File: src/rtl/seg_xlate_pkg.sv
package seg_xlate_pkg;
  localparam int unsigned NUM_SEG = 2;
  localparam int unsigned SEG_W   = 1;

  typedef enum logic [SEG_W-1:0] {
    SEG_PROG = 1'b0,
    SEG_DATA = 1'b1
  } seg_id_e;

  // cfg_sel_i[1] picks the segment, cfg_sel_i[0] picks base (0) or length (1)
  typedef enum logic [1:0] {
    CFG_PROG_BASE = 2'd0,
    CFG_PROG_LEN  = 2'd1,
    CFG_DATA_BASE = 2'd2,
    CFG_DATA_LEN  = 2'd3
  } cfg_sel_e;
endpackage

File: src/rtl/seg_priv_gate.sv
module seg_priv_gate (
  input  logic clk_i,
  input  logic rst_ni,
  input  logic cfg_we_i,
  input  logic sup_mode_i,
  output logic wr_en_o,
  output logic priv_err_o
);
  logic err_q;

  assign wr_en_o = cfg_we_i & sup_mode_i;

  always_ff @(posedge clk_i or negedge rst_ni) begin
    if (!rst_ni) err_q <= 1'b0;
    else         err_q <= cfg_we_i & ~sup_mode_i;
  end

  assign priv_err_o = err_q;
endmodule

File: src/rtl/seg_reg_bank.sv
module seg_reg_bank
  import seg_xlate_pkg::*;
#(
  parameter int unsigned PA_W  = 20,
  parameter int unsigned LEN_W = 17
) (
  input  logic              clk_i,
  input  logic              rst_ni,
  input  logic              wr_en_i,
  input  logic [SEG_W-1:0]  wr_seg_i,
  input  logic              wr_len_i,
  input  logic [PA_W-1:0]   wr_data_i,
  output logic [PA_W-1:0]   base_o [NUM_SEG],
  output logic [LEN_W-1:0]  len_o  [NUM_SEG]
);
  for (genvar s = 0; s < NUM_SEG; s++) begin : g_seg
    logic [PA_W-1:0]  base_q;
    logic [LEN_W-1:0] len_q;
    logic             hit;

    assign hit = wr_en_i && (wr_seg_i == SEG_W'(s));

    always_ff @(posedge clk_i or negedge rst_ni) begin
      if (!rst_ni) begin
        base_q <= '0;
        len_q  <= '0;
      end else if (hit) begin
        if (wr_len_i) len_q  <= wr_data_i[LEN_W-1:0];
        else          base_q <= wr_data_i;
      end
    end

    assign base_o[s] = base_q;
    assign len_o[s]  = len_q;
  end
endmodule

File: src/rtl/seg_xlate_path.sv
module seg_xlate_path #(
  parameter int unsigned VA_W  = 16,
  parameter int unsigned PA_W  = 20,
  parameter int unsigned LEN_W = 17
) (
  input  logic             req_i,
  input  logic [VA_W-1:0]  ea_i,
  input  logic [PA_W-1:0]  base_i,
  input  logic [LEN_W-1:0] len_i,
  output logic [PA_W-1:0]  pa_o,
  output logic             pa_valid_o,
  output logic             viol_o
);
  logic in_range;

  assign in_range   = LEN_W'(ea_i) < len_i;
  assign pa_o       = base_i + PA_W'(ea_i);
  assign pa_valid_o = req_i & in_range;
  assign viol_o     = req_i & ~in_range;
endmodule

File: src/rtl/seg_xlate.sv
module seg_xlate
  import seg_xlate_pkg::*;
#(
  parameter int unsigned VA_W = 16,
  parameter int unsigned PA_W = 20
) (
  input  logic            clk_i,
  input  logic            rst_ni,
  input  logic            sup_mode_i,
  input  logic            cfg_we_i,
  input  logic [1:0]      cfg_sel_i,
  input  logic [PA_W-1:0] cfg_wdata_i,
  output logic            priv_err_o,
  input  logic            if_req_i,
  input  logic [VA_W-1:0] if_pc_i,
  output logic [PA_W-1:0] if_pa_o,
  output logic            if_pa_valid_o,
  output logic            if_viol_o,
  input  logic            dt_req_i,
  input  logic [VA_W-1:0] dt_ea_i,
  output logic [PA_W-1:0] dt_pa_o,
  output logic            dt_pa_valid_o,
  output logic            dt_viol_o
);
  // length must reach 2^VA_W; PA_W must be at least VA_W+1
  localparam int unsigned LEN_W = VA_W + 1;

  logic             wr_en;
  logic [PA_W-1:0]  base_w [NUM_SEG];
  logic [LEN_W-1:0] len_w  [NUM_SEG];

  logic             req_w   [NUM_SEG];
  logic [VA_W-1:0]  addr_w  [NUM_SEG];
  logic [PA_W-1:0]  pa_w    [NUM_SEG];
  logic             valid_w [NUM_SEG];
  logic             viol_w  [NUM_SEG];

  seg_priv_gate u_gate (
    .clk_i      (clk_i),
    .rst_ni     (rst_ni),
    .cfg_we_i   (cfg_we_i),
    .sup_mode_i (sup_mode_i),
    .wr_en_o    (wr_en),
    .priv_err_o (priv_err_o)
  );

  seg_reg_bank #(.PA_W(PA_W), .LEN_W(LEN_W)) u_bank (
    .clk_i     (clk_i),
    .rst_ni    (rst_ni),
    .wr_en_i   (wr_en),
    .wr_seg_i  (cfg_sel_i[1]),
    .wr_len_i  (cfg_sel_i[0]),
    .wr_data_i (cfg_wdata_i),
    .base_o    (base_w),
    .len_o     (len_w)
  );

  assign req_w[SEG_PROG]  = if_req_i;
  assign addr_w[SEG_PROG] = if_pc_i;
  assign req_w[SEG_DATA]  = dt_req_i;
  assign addr_w[SEG_DATA] = dt_ea_i;

  for (genvar s = 0; s < NUM_SEG; s++) begin : g_path
    seg_xlate_path #(.VA_W(VA_W), .PA_W(PA_W), .LEN_W(LEN_W)) u_path (
      .req_i      (req_w[s]),
      .ea_i       (addr_w[s]),
      .base_i     (base_w[s]),
      .len_i      (len_w[s]),
      .pa_o       (pa_w[s]),
      .pa_valid_o (valid_w[s]),
      .viol_o     (viol_w[s])
    );
  end

  assign if_pa_o       = pa_w[SEG_PROG];
  assign if_pa_valid_o = valid_w[SEG_PROG];
  assign if_viol_o     = viol_w[SEG_PROG];
  assign dt_pa_o       = pa_w[SEG_DATA];
  assign dt_pa_valid_o = valid_w[SEG_DATA];
  assign dt_viol_o     = viol_w[SEG_DATA];
endmodule

File: config.mk
export PLATFORM = sky130hd
export DESIGN_NAME = seg_xlate
export DESIGN_NICKNAME = d
export VERILOG_FILES = /design/src/rtl/seg_xlate_pkg.sv /design/src/rtl/seg_priv_gate.sv /design/src/rtl/seg_reg_bank.sv /design/src/rtl/seg_xlate_path.sv /design/src/rtl/seg_xlate.sv
export SDC_FILE = /design/constraint.sdc
export NUM_CORES = 1
export LEC_CHECK = 0
export ABC_AREA = 1
export ABC_CLOCK_PERIOD_IN_PS = 1800
export BUFFER_PORTS_ARGS = -buffer_cell sky130_fd_sc_hd__buf_2
export CAP_MARGIN = 30
export CORE_MARGIN = 4
export CORE_UTILIZATION = 30
export CTS_CLUSTER_SIZE = 25
export DETAILED_ROUTE_END_ITERATION = 16
export GPL_TIMING_DRIVEN = 1
export PLACE_DENSITY = 0.5
export SLEW_MARGIN = 20
export SYNTH_ARGS = -nofsm -noshare
export SYNTH_HDL_FRONTEND = slang
export SYNTH_SLANG_ARGS = --single-unit
File: constraint.sdc
create_clock -name clk_i -period 1.8 [get_ports clk_i]
set_input_delay 0.18 -clock clk_i [delete_from_list [all_inputs] [get_ports clk_i]]
set_output_delay 0.18 -clock clk_i [all_outputs]
set_load 0.1 [all_outputs]
==> results of run 1 <==
## flip-flops by register name, indices dropped and copies added, names as in the netlist
signal,flops
u_bank.g_seg.base_q,40
u_gate.priv_err_o,1
u_bank.g_seg.len_q,34
## layout by cell type, fill, tap and decap left out, types with 2 or more instances in the layout
master	Yosys	final
a21oi_1	41	12
clkbuf_16	0	9
nand2_4	0	47
dfrtp_1	75	74
nand3b_1	2	2
o21ai_0	54	50
nor2_2	4	12
a21oi_4	0	7
a21o_1	2	2
xnor2_4	0	3
clkinv_2	0	3
inv_2	2	24
and2_1	6	3
o21ai_2	0	2
xor2_4	0	17
nand3_1	38	7
nand2_8	0	14
nand3_4	0	20
nand2_1	290	177
buf_4	0	101
buf_12	0	48
nor2_1	61	34
nor3_1	2	2
nand2_2	7	59
nand3_2	3	14
o21ai_1	28	30
nand4_1	3	3
buf_6	0	17
nor2_4	0	19
inv_1	135	111
ha_1	62	13
clkbuf_1	14	4
a21oi_2	1	23
fa_2	0	2
and2_4	0	3
buf_2	0	61
ha_4	0	48
## through the flow
step           area, sq um   util  setup TNS [ps]  cells  worst slack (ps)
2_1_floorplan         6900      -           -3470    856              -310
3_3_place_gp          9060  0.481           -2940   1299              -186
3_5_place_dp          9060  0.481           -3260   1299              -196
4_1_cts              10300  0.546          -15020   1333              -511
5_1_grt              10900  0.580          -19100   1346              -636
6_report             10900  0.580          -15570   1346              -554
## metal layers
layer | up-vias | wire length (um) | GRT usage
li1 | 3137 | - | -
met1 | 2741 | 8460 | 0.230
met2 | 83 | 9180 | 0.288
met3 | 6 | 631 | 0.0250
met4 | 0 | 60 | 0.0196
met5 | - | 0 | 0
## cell families after synthesis
| kind of cell | Yosys count | share of synthesized area |
|---|---|---|
| simple gates | 417 | 0.292 |
| flops | 75 | 0.324 |
| compound gates | 129 | 0.115 |
| buf+inv | 151 | 0.0978 |
| fa+ha+maj | 64 | 0.141 |
| xor+xnor | 20 | 0.0302 |
## report_power, final
group	internal, uW	switching, uW
sequential	2000	271
clock	927	638
combinational	4070	6000
## worst min path at each step
stage,cells past startpoint,endpoint,slack [ps]
global route,2,u_gate.priv_err_o,10
detailed placement,1,u_bank.g_seg[1].len_q[6],180
floorplan,0,u_bank.g_seg[0].base_q[0],-120
CTS,2,u_gate.priv_err_o,6
finish,2,u_gate.priv_err_o,20
global placement,1,u_bank.g_seg[1].len_q[6],190
## worst max-delay path, cell delays in order, from the launching register on
cell     delay [ps]
dfrtp_1         400
ha_4            180
fa_2            430
nand3_2         110
nand3_4          80
nand2_4          90
nand2_8          70
buf_12          140
xor2_4          140
buf_12          190
## layout make-up
class | count | area [sq um] | share of cell area
flip-flops and latches | 75 | 1880 | 0.172
clock buffers | 13 | 240 | 0.0220
inverters | 137 | 520 | 0.0477
repair buffers | 228 | 2230 | 0.204
clock inverters | 3 | 15.0 | 0.00138
well taps | 260 | 325 | 0.0298
multi-input cells | 630 | 5710 | 0.523
## repair_timing
item                                    4_1_cts  5_1_grt
hold endpoints to repair                     33        0
endpoints found under the setup margin       42       42
setup buffers                                19       17
hold buffers                                  1        0
gates resized for setup                     166      127
pin swaps                                    97       91
==> impl_metrics.py, run 1 <==
metrics = {
    "yosys": {
        "syn_avg_cell_area_sq_um": 6.77,
        "synth-seq-cells": 75,
        "synth_ff_type": "dfrtp_1",
        "synth_top_cell_by_area": "dfrtp_1",
        "ys.warnings.count": 0,
        "synth-edff-count": 0,
        "syn-num-nets": 980,
        "yosysMostFrequentCell": "nand2_1",
        "ys_seq_area_frac": 0.324,
        "synthCells": 856,
        "synthDistinctLibCells": 26,
        "synth_area_sq_um": 5800,
        "synth_common_cells": "290 x nand2_1, 135 x inv_1, 75 x dfrtp_1, 62 x ha_1, 61 x nor2_1",
        "synthTopCellsByArea": "dfrtp_1 32%, nand2_1 19%, ha_1 13%, inv_1 8.7%, o21ai_0 4.7%",
        "ys_async_sr_fraction": 1.00,
        "synth.top_cell.area_share": 0.324,
    },
    "finish": {
        "layout-drive-gt1-share": 0.516,
        "fill_cells": 1701,
        "diodes": 0,
        "fin_nets": 1205,
        "area_delta_synth_final_pct": 88.4,
    },
    "setup_path": {
        "setup.worst_path.start": "u_bank.g_seg[1].base_q[0]",
        "r2r_end": "u_bank.g_seg[1].base_q[3]",
        "crit_end": "dt_pa_o[8]",
        "r2r_cells": 3,
        "cp.required_ps": 1620,
        "crit_path_end_kind": "output port",
        "cp_data_arrival_time_ps": 2170,
        "cp_max_fo": 4,
        "regToRegStartpoint": "u_bank.g_seg[1].base_q[3]",
        "r2r_slack_ps": 970,
        "worstSetupPathType": "flip-flop to output port",
        "start_kind": "flip-flop",
    },
    "timing": {
        "finalCritPeriodShare": 1.31,
        "setup_viol": 42,
        "clock.fmax_mhz": 425,
        "skew_ps": 0,
        "min_period_ps": 2350,
        "whs_ps": 15.8,
        "rsz0062_at_grt": "yes",
        "drv_slew": 0,
        "final_hold_viol_count": 0,
        "tightest_slew_ps": 508,
        "relSlewSlack": 0.661,
        "fin_ws_ps": -554,
    },
    "worst_hold_path": {
        "hold_start": "sup_mode_i",
        "hold_path.class": "primary input to flip-flop",
    },
    "global_routing": {
        "antenna_found_initial": 0,
        "first_global_vias": 5938,
        "overflow": 0,
        "grt_pass1_wl_mm": 29.6,
        "grt_max_degree": 41,
        "grt_usage": 0.167,
    },
    "floorplan": {
        "initial_core_util": 0.308,
        "core.rowCount": 50,
        "chipWidth_um": 147,
        "die_h_um": 147,
        "num_io_pins": 105,
        "dieArea_sq_um": 21600,
        "coreArea_sq_um": 18800,
    },
    "cts": {
        "cts_buffers": 9,
        "cts.path.max_buffers": 2,
        "cts_sinks": 75,
        "cts.htree.levels": 3,
        "tritoncts": "done",
        "ctsRootBufferMaster": "clkbuf_16",
        "clock_latency_ps": 320,
        "clkTransAtPathRegs_ps": 60,
    },
    "placement": {
        "gp_congestion": 0.840,
        "dp_hpwl_mm": 14.1,
        "port-buffer-count": 104,
    },
    "power_and_ir_drop": {
        "p_total_uw": 13900,
        "ir_drop_v": 0.000711,
        "cellLeakagePower_uw": 0.00530,
        "powerDensity_nw_per_um2": 1270,
    },
    "detailed_routing": {
        "num_vias": 5967,
        "wl_mm": 18.3,
        "drt_pass1_iterations": 4,
        "wl_per_cell_um": 13.6,
        "ant_nets": 0,
        "drt-initial-drc-count": 257,
        "drc": 0,
        "via_per_inst": 4.43,
    },
    "flow_run": {
        "maxCapViolCount": 0,
    },
    "status": {
        "status": "finished, violations left",
        "violations": "setup timing",
    },
}
Note: power is estimated with default switching activity, not from simulation.
==> run 2: changes to the inputs <==
GPL_TIMING_DRIVEN = 0   (was 1)
==> impl_metrics.py, run 2 (same netlist as run 1, synthesis figures left out) <==
metrics = {
    "status": {
        "status": "finished, violations left",
        "violations": "setup timing",
    },
    "setup_path": {
        "start_kind": "flip-flop",
        "cp.required_ps": 1620,
        "worstSetupPathType": "flip-flop to output port",
        "r2r_slack_ps": 840,
        "r2r_end": "u_bank.g_seg[1].base_q[1]",
        "crit_path_end_kind": "output port",
        "setup.worst_path.start": "u_bank.g_seg[1].base_q[0]",
        "r2r_cells": 4,
        "regToRegStartpoint": "u_bank.g_seg[1].base_q[1]",
        "cp_data_arrival_time_ps": 2180,
        "cp_max_fo": 4,
    },
    "detailed_routing": {
        "drt-initial-drc-count": 274,
        "num_vias": 6038,
        "via_per_inst": 4.59,
        "drt_pass1_iterations": 4,
        "drc": 0,
        "wl_per_cell_um": 14.7,
        "wl_mm": 19.4,
        "ant_nets": 0,
    },
    "finish": {
        "seqCellArea_sq_um": 1880,
        "area_delta_synth_final_pct": 86.4,
        "final_cell_mix": "173 x nand2_1, 114 x inv_1, 73 x dfrtp_1",
        "fin_nets": 1174,
        "largest_register": "u_bank.g_seg.base_q",
        "layout-drive-gt1-share": 0.500,
        "multi_input_area_sq_um": 5850,
        "design_area_sq_um": 10800,
        "mostFrequentLayoutCell": "nand2_1",
        "final_core_util": 0.574,
        "fill_cells": 1702,
        "largest_reg_flops": 40,
    },
    "global_routing": {
        "grt_util_met2": 0.280,
        "grt_use_met3": 0.0281,
        "grt_util_met1": 0.254,
        "overflow": 0,
        "grt_pass1_wl_mm": 30.6,
        "grt_max_degree": 50,
        "antenna_found_initial": 0,
        "first_global_vias": 5902,
        "grt_usage": 0.175,
        "busiest_layer": "met2",
    },
    "cts": {
        "cts.htree.levels": 3,
        "cts_sinks": 75,
        "clkTransAtPathRegs_ps": 50,
        "ctsRootBufferMaster": "clkbuf_16",
        "clock_latency_ps": 330,
        "cts.path.max_buffers": 2,
        "cts_buffers": 9,
        "tritoncts": "done",
    },
    "timing": {
        "final_hold_viol_count": 0,
        "rsz0062_at_grt": "yes",
        "fin_ws_ps": -558,
        "fin_tns_setup_ps": -16030,
        "finalCritPeriodShare": 1.31,
        "tightest_slew_ps": 641,
        "drv_slew": 0,
        "whs_ps": 64.8,
        "setup_viol": 42,
        "relSlewSlack": 0.573,
        "skew_ps": 0,
        "min_period_ps": 2360,
        "clock.fmax_mhz": 424,
    },
    "flow_run": {
        "maxCapViolCount": 0,
    },
    "floorplan": {
        "chipWidth_um": 147,
        "dieArea_sq_um": 21600,
        "initial_core_util": 0.308,
        "core.rowCount": 50,
        "num_io_pins": 105,
        "coreArea_sq_um": 18800,
        "die_h_um": 147,
    },
    "power_and_ir_drop": {
        "switching_power_uw": 7000,
        "pwr-share-clk": 0.133,
        "ir_drop_v": 0.000774,
        "seq_power_share": 0.165,
        "powerDensity_nw_per_um2": 1310,
        "pwr-share-comb": 0.702,
        "intPower_uw": 7110,
        "cellLeakagePower_uw": 0.00520,
        "swShare": 0.496,
    },
    "placement": {
        "port-buffer-count": 104,
        "dp_hpwl_mm": 14.3,
        "gp_congestion": 0.833,
        "dpl_cell_area_sq_um": 7780,
    },
    "worst_hold_path": {
        "hold_start": "cfg_we_i",
        "min_to": "u_gate.priv_err_o",
        "hold_path.class": "primary input to flip-flop",
        "whs_path_depth": 3,
    },
}
==> run 2: cell count changes in the layout (fill, tap and decap cells not counted), sizes merged <==
| cell | previous run | this run |
|---|---|---|
| clkbuf | 13 | 25 |
| clkinvlp | 1 | 2 |
| diode | 0 | 1 |
| dlygate4sd3 | 1 | 2 |
| bufinv | 0 | 2 |
| clkinv | 3 | 2 |
| buf | 227 | 181 |
==> run 2: repair_timing <==
| item | in CTS | in global routing |
|---|---|---|
| pin swaps | 95 | 119 |
| hold buffers | 2 | 0 |
| gates resized for setup | 353 | 138 |
| setup buffers | 48 | 30 |
| endpoints found under the hold margin | 27 | 0 |
| setup endpoints to repair | 42 | 49 |
==> run 2: worst max-delay path by stage <==
stage,end,cells past startpoint,slack (ps)
after floorplan,dt_pa_o[8],7,-310
after global placement,dt_pa_o[16],10,-550
after detailed placement,dt_pa_o[16],10,-550
after CTS,if_pa_o[16],10,-610
after global routing,dt_pa_o[16],7,-640
final,dt_pa_o[10],8,-560
==> run 2: final cells by class <==
| cell class | count | area share |
|---|---|---|
| antenna | 1 | 0.000232 |
| multi-input combinational | 630 | 0.541 |
| buffer | 14 | 0.00510 |
| tap | 260 | 0.0301 |
| inverter | 137 | 0.0482 |
| clock inverter | 5 | 0.00718 |
| sequential | 75 | 0.174 |
| clock buffer | 11 | 0.0215 |
| timing repair buffer | 183 | 0.172 |
==> run 2: per-stage QoR <==
stage / instances / setup WS, ps / total power, uW
floorplan: 856 / -310 / 8060
global placement: 1220 / -546 / 9080
detailed placement: 1221 / -548 / 9110
CTS: 1286 / -612 / 13400
global route: 1315 / -640 / 14800
finish: 1316 / -558 / 14100
==> run 2: critical path: stages, from the launching register on <==
cell     delay (ps)
dfrtp_1         410
ha_4            180
fa_2            410
buf_6           150
nand3_4          60
nand3_4         130
buf_12          160
xor2_4          150
buf_12          190
==> run 2: power by group through the flow <==
stage | logic [uW] | clock network (uW) | registers [uW]
2_1_floorplan | 5840 | 0 | 2220
3_3_place_gp | 6770 | 0 | 2310
3_5_place_dp | 6790 | 0 | 2310
4_1_cts | 9160 | 1920 | 2320
5_1_grt | 10500 | 2000 | 2360
6_report | 9900 | 1880 | 2330
==> run 2: layer usage <==
metal | routed length [um] | share of wire
met5 | 0 | 0
met4 | 242 | 0.012
met3 | 699 | 0.036
met2 | 9310 | 0.48
met1 | 9150 | 0.47
